`config.mk`:
```
export PLATFORM = sky130hd
export DESIGN_NAME = clkdiv_mux
export DESIGN_NICKNAME = d
export VERILOG_FILES = /design/src/rtl/clkmux_pkg.sv /design/src/rtl/clkdiv_src_sel.sv /design/src/rtl/clkdiv_frac_accum.sv /design/src/rtl/clkdiv_mux.sv
export SDC_FILE = /design/constraint.sdc
export NUM_CORES = 1
export LEC_CHECK = 0
export BUFFER_PORTS_ARGS = -buffer_cell sky130_fd_sc_hd__buf_2
export CORE_AREA = 8 8 95 97
export CTS_CLUSTER_DIAMETER = 40
export DETAILED_ROUTE_END_ITERATION = 16
export DIE_AREA = 0 0 103 105
export PLACE_DENSITY = 0.81
export SLEW_MARGIN = 0
export SYNTH_ARGS = -nofsm -noshare
export SYNTH_HDL_FRONTEND = slang
export SYNTH_SLANG_ARGS = --single-unit
```
`constraint.sdc`:
```
create_clock -name clk -period 7.6 [get_ports clk]
set_clock_uncertainty 0.15 [all_clocks]
set_input_delay 1.52 -clock clk [delete_from_list [all_inputs] [get_ports clk]]
set_output_delay 1.52 -clock clk [all_outputs]
set_load 0.02 [all_outputs]
```
`src/rtl/clkmux_pkg.sv`:
```
package clkmux_pkg;
  localparam int CTL_W        = 8;
  localparam int CTL_SRC_W    = 4;
  localparam int CTL_EN_BIT   = 4;
  localparam int CTL_BUSY_BIT = 7;
  localparam int DIV_W        = 32;
  localparam int DIV_INT_LSB  = 12;
  localparam int MAX_SRC      = 1 << CTL_SRC_W;
endpackage

```
`src/rtl/clkdiv_src_sel.sv`:
```
module clkdiv_src_sel
  import clkmux_pkg::*;
#(
  parameter int NUM_SRC = 16
) (
  input  logic [NUM_SRC-1:0]   src_tick_i,
  input  logic [CTL_SRC_W-1:0] sel_i,
  output logic                 tick_o
);
  logic unused_slot0;
  assign unused_slot0 = src_tick_i[0];

  // slot 0 is a grounded source: the loop starts at 1
  always_comb begin
    tick_o = 1'b0;
    for (int i = 1; i < NUM_SRC; i++) begin
      if (sel_i == CTL_SRC_W'(i)) tick_o = tick_o | src_tick_i[i];
    end
  end
endmodule

```
`src/rtl/clkdiv_frac_accum.sv`:
```
module clkdiv_frac_accum
  import clkmux_pkg::*;
#(
  parameter int INT_BITS  = 12,
  parameter int FRAC_BITS = 12
) (
  input  logic             clk,
  input  logic             rst_n,
  input  logic             en_i,
  input  logic             restart_i,
  input  logic             div_wr_i,
  input  logic [DIV_W-1:0] div_wdata_i,
  input  logic             tick_i,
  output logic             tick_o
);
  localparam int DW = INT_BITS + FRAC_BITS;

  logic tick_d, tick_q;

  always_ff @(posedge clk or negedge rst_n) begin
    if (!rst_n) tick_q <= 1'b0;
    else        tick_q <= tick_d;
  end
  assign tick_o = tick_q;

  generate
    if (DW == 0) begin : g_pass
      logic unused_div;
      assign unused_div = ^{div_wr_i, div_wdata_i};
      always_comb tick_d = en_i & tick_i & ~restart_i;
    end else begin : g_frac
      localparam int AW  = DW + 1;
      localparam int LSB = DIV_INT_LSB - FRAC_BITS;
      localparam logic [AW-1:0]    STEP  = AW'(1) << FRAC_BITS;
      localparam logic [DIV_W-1:0] FIELD = ((DIV_W'(1) << DW) - DIV_W'(1)) << LSB;

      logic [DW-1:0] div_q;
      logic [AW-1:0] acc_q, acc_d, sum, dvs;
      logic          acc_ld;
      logic          unused_div;
      assign unused_div = ^(div_wdata_i & ~FIELD);

      always_ff @(posedge clk or negedge rst_n) begin
        if (!rst_n)        div_q <= '0;
        else if (div_wr_i) div_q <= div_wdata_i[LSB +: DW];
      end

      always_comb begin
        dvs    = {1'b0, div_q};
        sum    = acc_q + STEP;
        acc_d  = acc_q;
        acc_ld = 1'b0;
        tick_d = 1'b0;
        if (restart_i) begin
          acc_d  = '0;
          acc_ld = 1'b1;
        end else if (en_i && tick_i && (div_q != '0)) begin
          acc_ld = 1'b1;
          if (dvs <= STEP) begin
            // ratio at or above one: every input passes, phase held at zero
            tick_d = 1'b1;
            acc_d  = '0;
          end else if (sum >= dvs) begin
            tick_d = 1'b1;
            acc_d  = sum - dvs;
          end else begin
            acc_d  = sum;
          end
        end
      end

      always_ff @(posedge clk or negedge rst_n) begin
        if (!rst_n)      acc_q <= '0;
        else if (acc_ld) acc_q <= acc_d;
      end
    end
  endgenerate
endmodule

```
`src/rtl/clkdiv_mux.sv`:
```
module clkdiv_mux
  import clkmux_pkg::*;
#(
  parameter int NUM_SRC   = 16,  // at most MAX_SRC
  parameter int INT_BITS  = 12,  // DIV_INT_LSB + INT_BITS <= DIV_W
  parameter int FRAC_BITS = 12   // at most DIV_INT_LSB
) (
  input  logic               clk,
  input  logic               rst_n,
  input  logic [NUM_SRC-1:0] src_tick_i,
  input  logic               ctl_wr_i,
  input  logic [CTL_W-1:0]   ctl_wdata_i,
  input  logic               div_wr_i,
  input  logic [DIV_W-1:0]   div_wdata_i,
  output logic [CTL_W-1:0]   ctl_rdata_o,
  output logic               tick_o
);
  logic [CTL_SRC_W-1:0] src_q, src_d;
  logic                 en_q, en_d;
  logic                 ctl_ld, restart, sel_tick;
  logic                 unused_ctl;

  assign unused_ctl = ^ctl_wdata_i[CTL_W-1:CTL_EN_BIT+1];

  always_comb begin
    ctl_ld = ctl_wr_i;
    src_d  = ctl_wdata_i[CTL_SRC_W-1:0];
    en_d   = ctl_wdata_i[CTL_EN_BIT];
  end

  always_ff @(posedge clk or negedge rst_n) begin
    if (!rst_n) begin
      src_q <= '0;
      en_q  <= 1'b0;
    end else if (ctl_ld) begin
      src_q <= src_d;
      en_q  <= en_d;
    end
  end

  always_comb begin
    ctl_rdata_o               = '0;
    ctl_rdata_o[CTL_SRC_W-1:0] = src_q;
    ctl_rdata_o[CTL_EN_BIT]   = en_q;
    ctl_rdata_o[CTL_BUSY_BIT] = en_q;
  end

  assign restart = ctl_wr_i | div_wr_i;

  clkdiv_src_sel #(.NUM_SRC(NUM_SRC)) u_sel (
    .src_tick_i (src_tick_i),
    .sel_i      (src_q),
    .tick_o     (sel_tick)
  );

  clkdiv_frac_accum #(.INT_BITS(INT_BITS), .FRAC_BITS(FRAC_BITS)) u_acc (
    .clk         (clk),
    .rst_n       (rst_n),
    .en_i        (en_q),
    .restart_i   (restart),
    .div_wr_i    (div_wr_i),
    .div_wdata_i (div_wdata_i),
    .tick_i      (sel_tick),
    .tick_o      (tick_o)
  );
endmodule

```
==> results of run 1 <==
metal layers:
layer | share of wire [%] | up-vias | GRT usage [%]
met4 | 1.7 | 0 | 5.688
met3 | 7.4 | 12 | 2.986
met2 | 46 | 104 | 30.58
met1 | 45 | 1632 | 23.74
met5 | 0 | - | 0
li1 | - | 1675 | -
worst min path at each step:
| stage | startpoint | to | slack, ns | depth (start not counted) |
|---|---|---|---|---|
| after floorplan | u_acc.g_frac.acc_q[0] | u_acc.g_frac.acc_q[0] | 0.31 | 2 |
| after global placement | u_acc.g_frac.acc_q[0] | u_acc.g_frac.acc_q[0] | 0.32 | 2 |
| after detailed placement | u_acc.g_frac.acc_q[2] | u_acc.g_frac.acc_q[2] | 0.34 | 2 |
| after CTS | u_acc.g_frac.acc_q[5] | u_acc.g_frac.acc_q[5] | 0.36 | 2 |
| after global routing | u_acc.g_frac.acc_q[2] | u_acc.g_frac.acc_q[2] | 0.38 | 2 |
| final | u_acc.g_frac.acc_q[2] | u_acc.g_frac.acc_q[2] | 0.36 | 2 |
cell families (layout without fill, tap and decap cells):
logic type | count (synthesis) | count (layout) | share of synthesized area, %
other | 1 | 2 | 0.09384
flip-flops | 55 | 55 | 34.44
AO/OA/AOI/OAI | 126 | 126 | 22.26
buffers and inverters | 53 | 96 | 5.604
multiplexers | 17 | 17 | 5.103
XOR/XNOR | 31 | 31 | 6.794
AND/OR/NAND/NOR | 137 | 137 | 17.38
adder cells (fa/ha/maj) | 26 | 26 | 8.328
state kept, by name, indices dropped and copies added (netlist names):
register and flops:
u_acc.g_frac.acc_q 25, u_acc.g_frac.div_q 24, src_q 4, en_q 1, u_acc.tick_o 1
cell type report:
| class | count | area, um2 | share of cell area (%) |
|---|---|---|---|
| multi-input cells | 339 | 2400 | 54.35 |
| flip-flops and latches | 55 | 1376 | 31.17 |
| repair buffers | 55 | 277.8 | 6.291 |
| inverters | 34 | 127.6 | 2.890 |
| well taps | 102 | 127.6 | 2.890 |
| clock buffers | 5 | 68.82 | 1.559 |
| clock inverters | 2 | 37.54 | 0.8501 |
cells in the mapped netlist (all sizes together), types with 3 or more instances:
cell      n  area (um2)
o31ai     3       22.52
nor2     15       63.81
nor3     12       60.06
mux2      7       78.83
o2bb2ai   4       35.03
or3       3       18.77
buf      11       66.31
and3      6       37.54
o311ai    3       26.28
o21bai    4       33.78
a211oi    7       70.07
o21ai    52       264.0
inv      34       127.6
nand3    12       60.06
nor4      9       56.30
dfrtp    55        1376
xor2     12       105.1
clkbuf    8       30.03
and4      3       26.28
a31oi     5       61.31
nor2b     3       18.77
a21o     12       91.34
and2      3       18.77
nand2    54       202.7
ha       25       312.8
nand4     6       43.79
mux2i     8       80.08
xnor2    19       166.4
a22o      3       26.28
a221o     3       30.03
nand2b    7       43.79
a21oi    16       80.08
stage by stage:
step / setup slack, ns / power, mW
3_3_place_gp: 3.095 / 0.4761
4_1_cts: 2.885 / 0.6794
2_1_floorplan: 4.151 / 0.4351
3_5_place_dp: 2.957 / 0.4818
5_1_grt: 2.467 / 0.7079
6_report: 2.848 / 0.6748
power by group:
| part | internal [mW] | switching, mW | leakage, nW |
|---|---|---|---|
| Clock | 0.0966 | 0.101 | 0.0502 |
| Combinational | 0.0629 | 0.0935 | 1.35 |
| Sequential | 0.307 | 0.0137 | 0.713 |
| Total | 0.467 | 0.208 | 2.11 |
critical path, stage by stage (launching register included):
cell and delay, ns:
sky130_fd_sc_hd__dfrtp_1 0.46, sky130_fd_sc_hd__ha_1 0.25, sky130_fd_sc_hd__and3_1 0.32, sky130_fd_sc_hd__and2_1 0.20, sky130_fd_sc_hd__nand2_1 0.07, sky130_fd_sc_hd__xnor2_1 0.15
sky130_fd_sc_hd__ha_1 0.37, sky130_fd_sc_hd__o21ai_0 0.14, sky130_fd_sc_hd__o21ai_1 0.32, sky130_fd_sc_hd__o221a_2 0.26, sky130_fd_sc_hd__o21ai_0 0.11, sky130_fd_sc_hd__o21ai_2 0.61
sky130_fd_sc_hd__nand2_1 0.61, sky130_fd_sc_hd__o311ai_1 0.44, sky130_fd_sc_hd__mux2_2 0.20
==> flow_summary.toml, run 1 <==
[sta]
setup_tns_ns = 0
achievable-frequency_mhz = 210.5
timing_hold_violations_final = 0
finalMaxSlewViolations = 0
grt_setup_unrepaired = "false"
timing.final.crit_period_ns = 4.752
fin_crit_sh_pct = 62.52
slew_headroom_pct = 40.15
worst_hold_slack_ns = 0.3556
timing.final.setup_violations = 0
worst_pin_slew_ns = 0.8918

[placed_design]
placement_stage_cell_area_mm2 = 0.004309
place_inst = 585
place_hpwl_um = 7492
gp_congestion = 0.9525
portBuffers = 54

[power]
worst_vdd_drop_uv = 68.31
p_per_area_mw_per_mm2 = 152.8
p_leak_nw = 2.115

[critical_path]
arrival_ns = 4.86
critical_path_required_ns = 7.71
timing.rr.start = "u_acc.g_frac.acc_q[12]"
path_class = "flop to flop"
crit_end = "u_acc.g_frac.acc_q[24]"
worst_setup_path_start_kind = "flop"
crit_path_start = "u_acc.g_frac.acc_q[12]"
path_max_fanout = 16
worstReg2RegEnd = "u_acc.g_frac.acc_q[24]"
worst_setup_path_end_kind = "flop"
r2r_slack_ns = 2.85
worst-r2r-cell-count = 14

[clocking]
postCtsSetupRepairBufs = 0
clockRootBuffer = "sky130_fd_sc_hd__clkbuf_8"
post_cts_hold_buffer_count = 0
worst_setup_hold_path_clk_slew_ns = 0.11
clock-sinks = 55
clock_insertion_delay_worst_skew_ns = 0.32
cts_tree = "done"
htreeDepth = 2
cts-resized-gates = 0
cts_buffers = 5
max-clock-path-buffers = 2

[routing]
antenna_left = 0
totalWireLength_um = 9767
dr.pass1.iters = 4
drtIter0Drc = 204
drc_errors = 0
route.detailed.wl_per_inst_um = 16.50
vias = 3423
vias_per_cell = 5.782

[global_routing]
vias_in_the_first_global_route = 3498
leftover_overflow_at_the_end_of_global_routing = 0
grt_max_degree = 56
grt_pass1_wl_um = 16240
global_route.usage.total_pct = 18.46
antenna_found_initial = 0

[finish]
post-route-util_pct = 58.66
final_nets = 576
post_route_cells_drive_above_1_share_pct = 17.55
num_antenna_cells = 0
layout-area-overhead-vs-synth_pct = 10.49
fin_area_mm2 = 0.004415
layout_commonest_cell = "sky130_fd_sc_hd__dfrtp_1"
filler_cell_count = 709
final-instance-count-excl-fill = 592
final_cell_mix = "sky130_fd_sc_hd__dfrtp_1 (55), sky130_fd_sc_hd__nand2_1 (54), sky130_fd_sc_hd__buf_2 (54)"

[floorplanning]
fp.dieArea_mm2 = 0.01082
initial_utilization_pct = 53.09
core.rowCount = 32
chipWidth_um = 103
core_area_mm2 = 0.007527
die_height_um = 105
top_level_ports = 69

[synth]
synth.lib_cells_used.distinct = 63
synthFlopType = "sky130_fd_sc_hd__dfrtp_1"
synth_area_per_cell_um2 = 8.960
syn_inst = 446
yosys_warnings = 0
number_of_synthesized_register_bits = 55
synth-seq-area-share_pct = 34.44
postSynth.asyncResetShare_pct = 100.0
syn-cell-area_mm2 = 0.003996
synth_edf_count = 0

[hold_path]
min_path_type = "flop to flop"

[job]
max-cap-violations = 0

[run_status]
status = "finished, final reports clean"
Note: power is estimated with default switching activity, not from simulation.
==> run 2: changes to the inputs <==
clock period = 4.7 ns   (was 7.6 ns; I/O delays follow)
==> run 2 against run 1 <==
  * Final cell count is 0.51% higher
  * Flip-flop and latch count stayed put
  * Wire length is 1.3% higher
  * Highest routed layer unchanged
  * Worst hold slack better by 0.013 ns
  * Critical path depth stayed put
  * Largest cell class unchanged
  * Critical path type unchanged
  * Combinational power is 62% higher
  * Via count is 1.8% higher
==> flow_summary.toml, run 2 (synthesized netlist as in run 1, its figures left out) <==
[global_routing]
grt_max_degree = 56
leftover_overflow_at_the_end_of_global_routing = 0
grt_pass1_wl_um = 16150
vias_in_the_first_global_route = 3457
antenna_found_initial = 0
global_route.usage.total_pct = 18.70

[sta]
slew_headroom_pct = 50.25
finalMaxSlewViolations = 0
timing.final.setup_violations = 0
grt_setup_unrepaired = "false"
worst_pin_slew_ns = 0.7463
timing_hold_violations_final = 0
achievable-frequency_mhz = 235.3
fin_ws_ns = 0.4498
timing.final.crit_period_ns = 4.250
setup_tns_ns = 0
fin_crit_sh_pct = 90.43

[power]
worst_vdd_drop_uv = 94.31
power_mw = 1.054
p_per_area_mw_per_mm2 = 238.1
p_leak_nw = 2.123

[routing]
dr.pass1.iters = 4
drc_errors = 0
vias_per_cell = 5.857
drtIter0Drc = 169
vias = 3485
totalWireLength_um = 9894
antenna_left = 0
route.detailed.wl_per_inst_um = 16.63

[critical_path]
path_class = "flop to flop"
slowest_delay_ns = 0.45
timing.critical_path.cells = "ha_1, and3_1, and2_1, nand2_1, xnor2_1, ha_1, o21ai_0, o21ai_1, o221a_2, o21ai_0, o21ai_2, nand2b_1, nor2b_1, a221o_1"
timing.critical_path.depth = 14
worst_setup_path_end_kind = "flop"
arrival_ns = 4.30
worst_setup_path_start_kind = "flop"
path_max_fanout = 10
cell_family_contributing_the_most_delay_on_the_critical_path = "compound AO/OA/AOI/OAI gates"
worst_path_max_delay_cell = "sky130_fd_sc_hd__dfrtp_1"
critical_path_required_ns = 4.75
critical_path.n_buffers_inverters = 0
worst-r2r-cell-count = 14

[floorplanning]
core_area_mm2 = 0.007527
fp.dieArea_mm2 = 0.01082
initial_utilization_pct = 53.09
top_level_ports = 69
chipWidth_um = 103
die_height_um = 105
core.rowCount = 32

[clocking]
cts_tree = "done"
clock-sinks = 55
clock_insertion_delay_worst_skew_ns = 0.31
cts_buffers = 5
htreeDepth = 2
postCtsSetupRepairBufs = 0
worst_setup_hold_path_clk_slew_ns = 0.10
clockRootBuffer = "sky130_fd_sc_hd__clkbuf_8"
max-clock-path-buffers = 2

[finish]
post_route_cells_drive_above_1_share_pct = 18.26
largest-register = "u_acc.g_frac.acc_q"
num_antenna_cells = 0
layout_commonest_cell = "sky130_fd_sc_hd__dfrtp_1"
top_registers = "u_acc.g_frac.acc_q (25), u_acc.g_frac.div_q (24), src_q (4)"
final_nets = 578
layout-area-overhead-vs-synth_pct = 10.77
final-instance-count-excl-fill = 595
post-route-util_pct = 58.81
largest_reg_flops = 25
final_cell_mix = "sky130_fd_sc_hd__dfrtp_1 (55), sky130_fd_sc_hd__nand2_1 (54), sky130_fd_sc_hd__buf_2 (54)"

[placed_design]
gp_congestion = 0.9752
dpl_worst_slack_ns = 0.4269
portBuffers = 54
place_hpwl_um = 7762
place_inst = 587

[hold_path]
whs_path_cells = 2
min_path_type = "flop to flop"

[job]
max-cap-violations = 0

[run_status]
status = "finished, final reports clean"
==> run 2: worst register-to-register path, cell delays in order, from the launching register on <==
cell and delay (ns):
sky130_fd_sc_hd__dfrtp_1 0.45, sky130_fd_sc_hd__ha_1 0.25, sky130_fd_sc_hd__and3_1 0.34, sky130_fd_sc_hd__and2_1 0.21, sky130_fd_sc_hd__nand2_1 0.08, sky130_fd_sc_hd__xnor2_1 0.16
sky130_fd_sc_hd__ha_1 0.37, sky130_fd_sc_hd__o21ai_0 0.14, sky130_fd_sc_hd__o21ai_1 0.34, sky130_fd_sc_hd__o221a_2 0.28, sky130_fd_sc_hd__o21ai_0 0.13, sky130_fd_sc_hd__o21ai_2 0.43
sky130_fd_sc_hd__nand2b_1 0.43, sky130_fd_sc_hd__nor2b_1 0.11, sky130_fd_sc_hd__a221o_1 0.28
==> run 2: final cells by class <==
| class | instances | area (um2) |
|---|---|---|
| fill | 651 | 3100 |
| clock inverter | 2 | 16.27 |
| inverter | 34 | 127.6 |
| timing repair buffer | 57 | 292.8 |
| clock buffer | 6 | 82.58 |
| multi-input combinational | 339 | 2404 |
| tap | 102 | 127.6 |
| sequential | 55 | 1376 |
==> run 2: path summary, 6_finish.rpt <==
path	startpoint	to	slack [ns]
min reg2reg	u_acc.g_frac.acc_q[2]	u_acc.g_frac.acc_q[2]	0.37
min in group asynchronous	rst_n	u_acc.g_frac.acc_q[9]	0.59
max reg2reg	u_acc.g_frac.acc_q[12]	u_acc.g_frac.acc_q[15]	0.45
min	u_acc.g_frac.acc_q[2]	u_acc.g_frac.acc_q[2]	0.37
max in group asynchronous	rst_n	u_acc.g_frac.div_q[15]	3.32
max	u_acc.g_frac.acc_q[12]	u_acc.g_frac.acc_q[15]	0.45
==> run 2: timing repair <==
action                     CTS  global route
hold buffers                 0             0
resized for setup            0             1
setup endpoints to repair    0             6
==> run 2: per-stage QoR <==
stage,hold slack [ns],cell area (um2)
4_1_cts,0.3742,4423
6_report,0.3684,4427
3_3_place_gp,0.3217,4324
5_1_grt,0.3930,4427
3_5_place_dp,0.3503,4324
2_1_floorplan,0.3056,4000
==> run 2: routing by layer <==
metal | GRT usage [%] | part of all wire, %
met5 | 0 | 0
met4 | 8.376 | 2.7
met3 | 3.318 | 7.2
met2 | 31.23 | 47
met1 | 22.68 | 43
==> run 2: power breakdown <==
part | leakage (nW) | internal [mW] | switching, mW
logic | 1.36 | 0.102 | 0.151
registers | 0.713 | 0.497 | 0.0224
clock network | 0.0474 | 0.121 | 0.162
total | 2.12 | 0.719 | 0.335
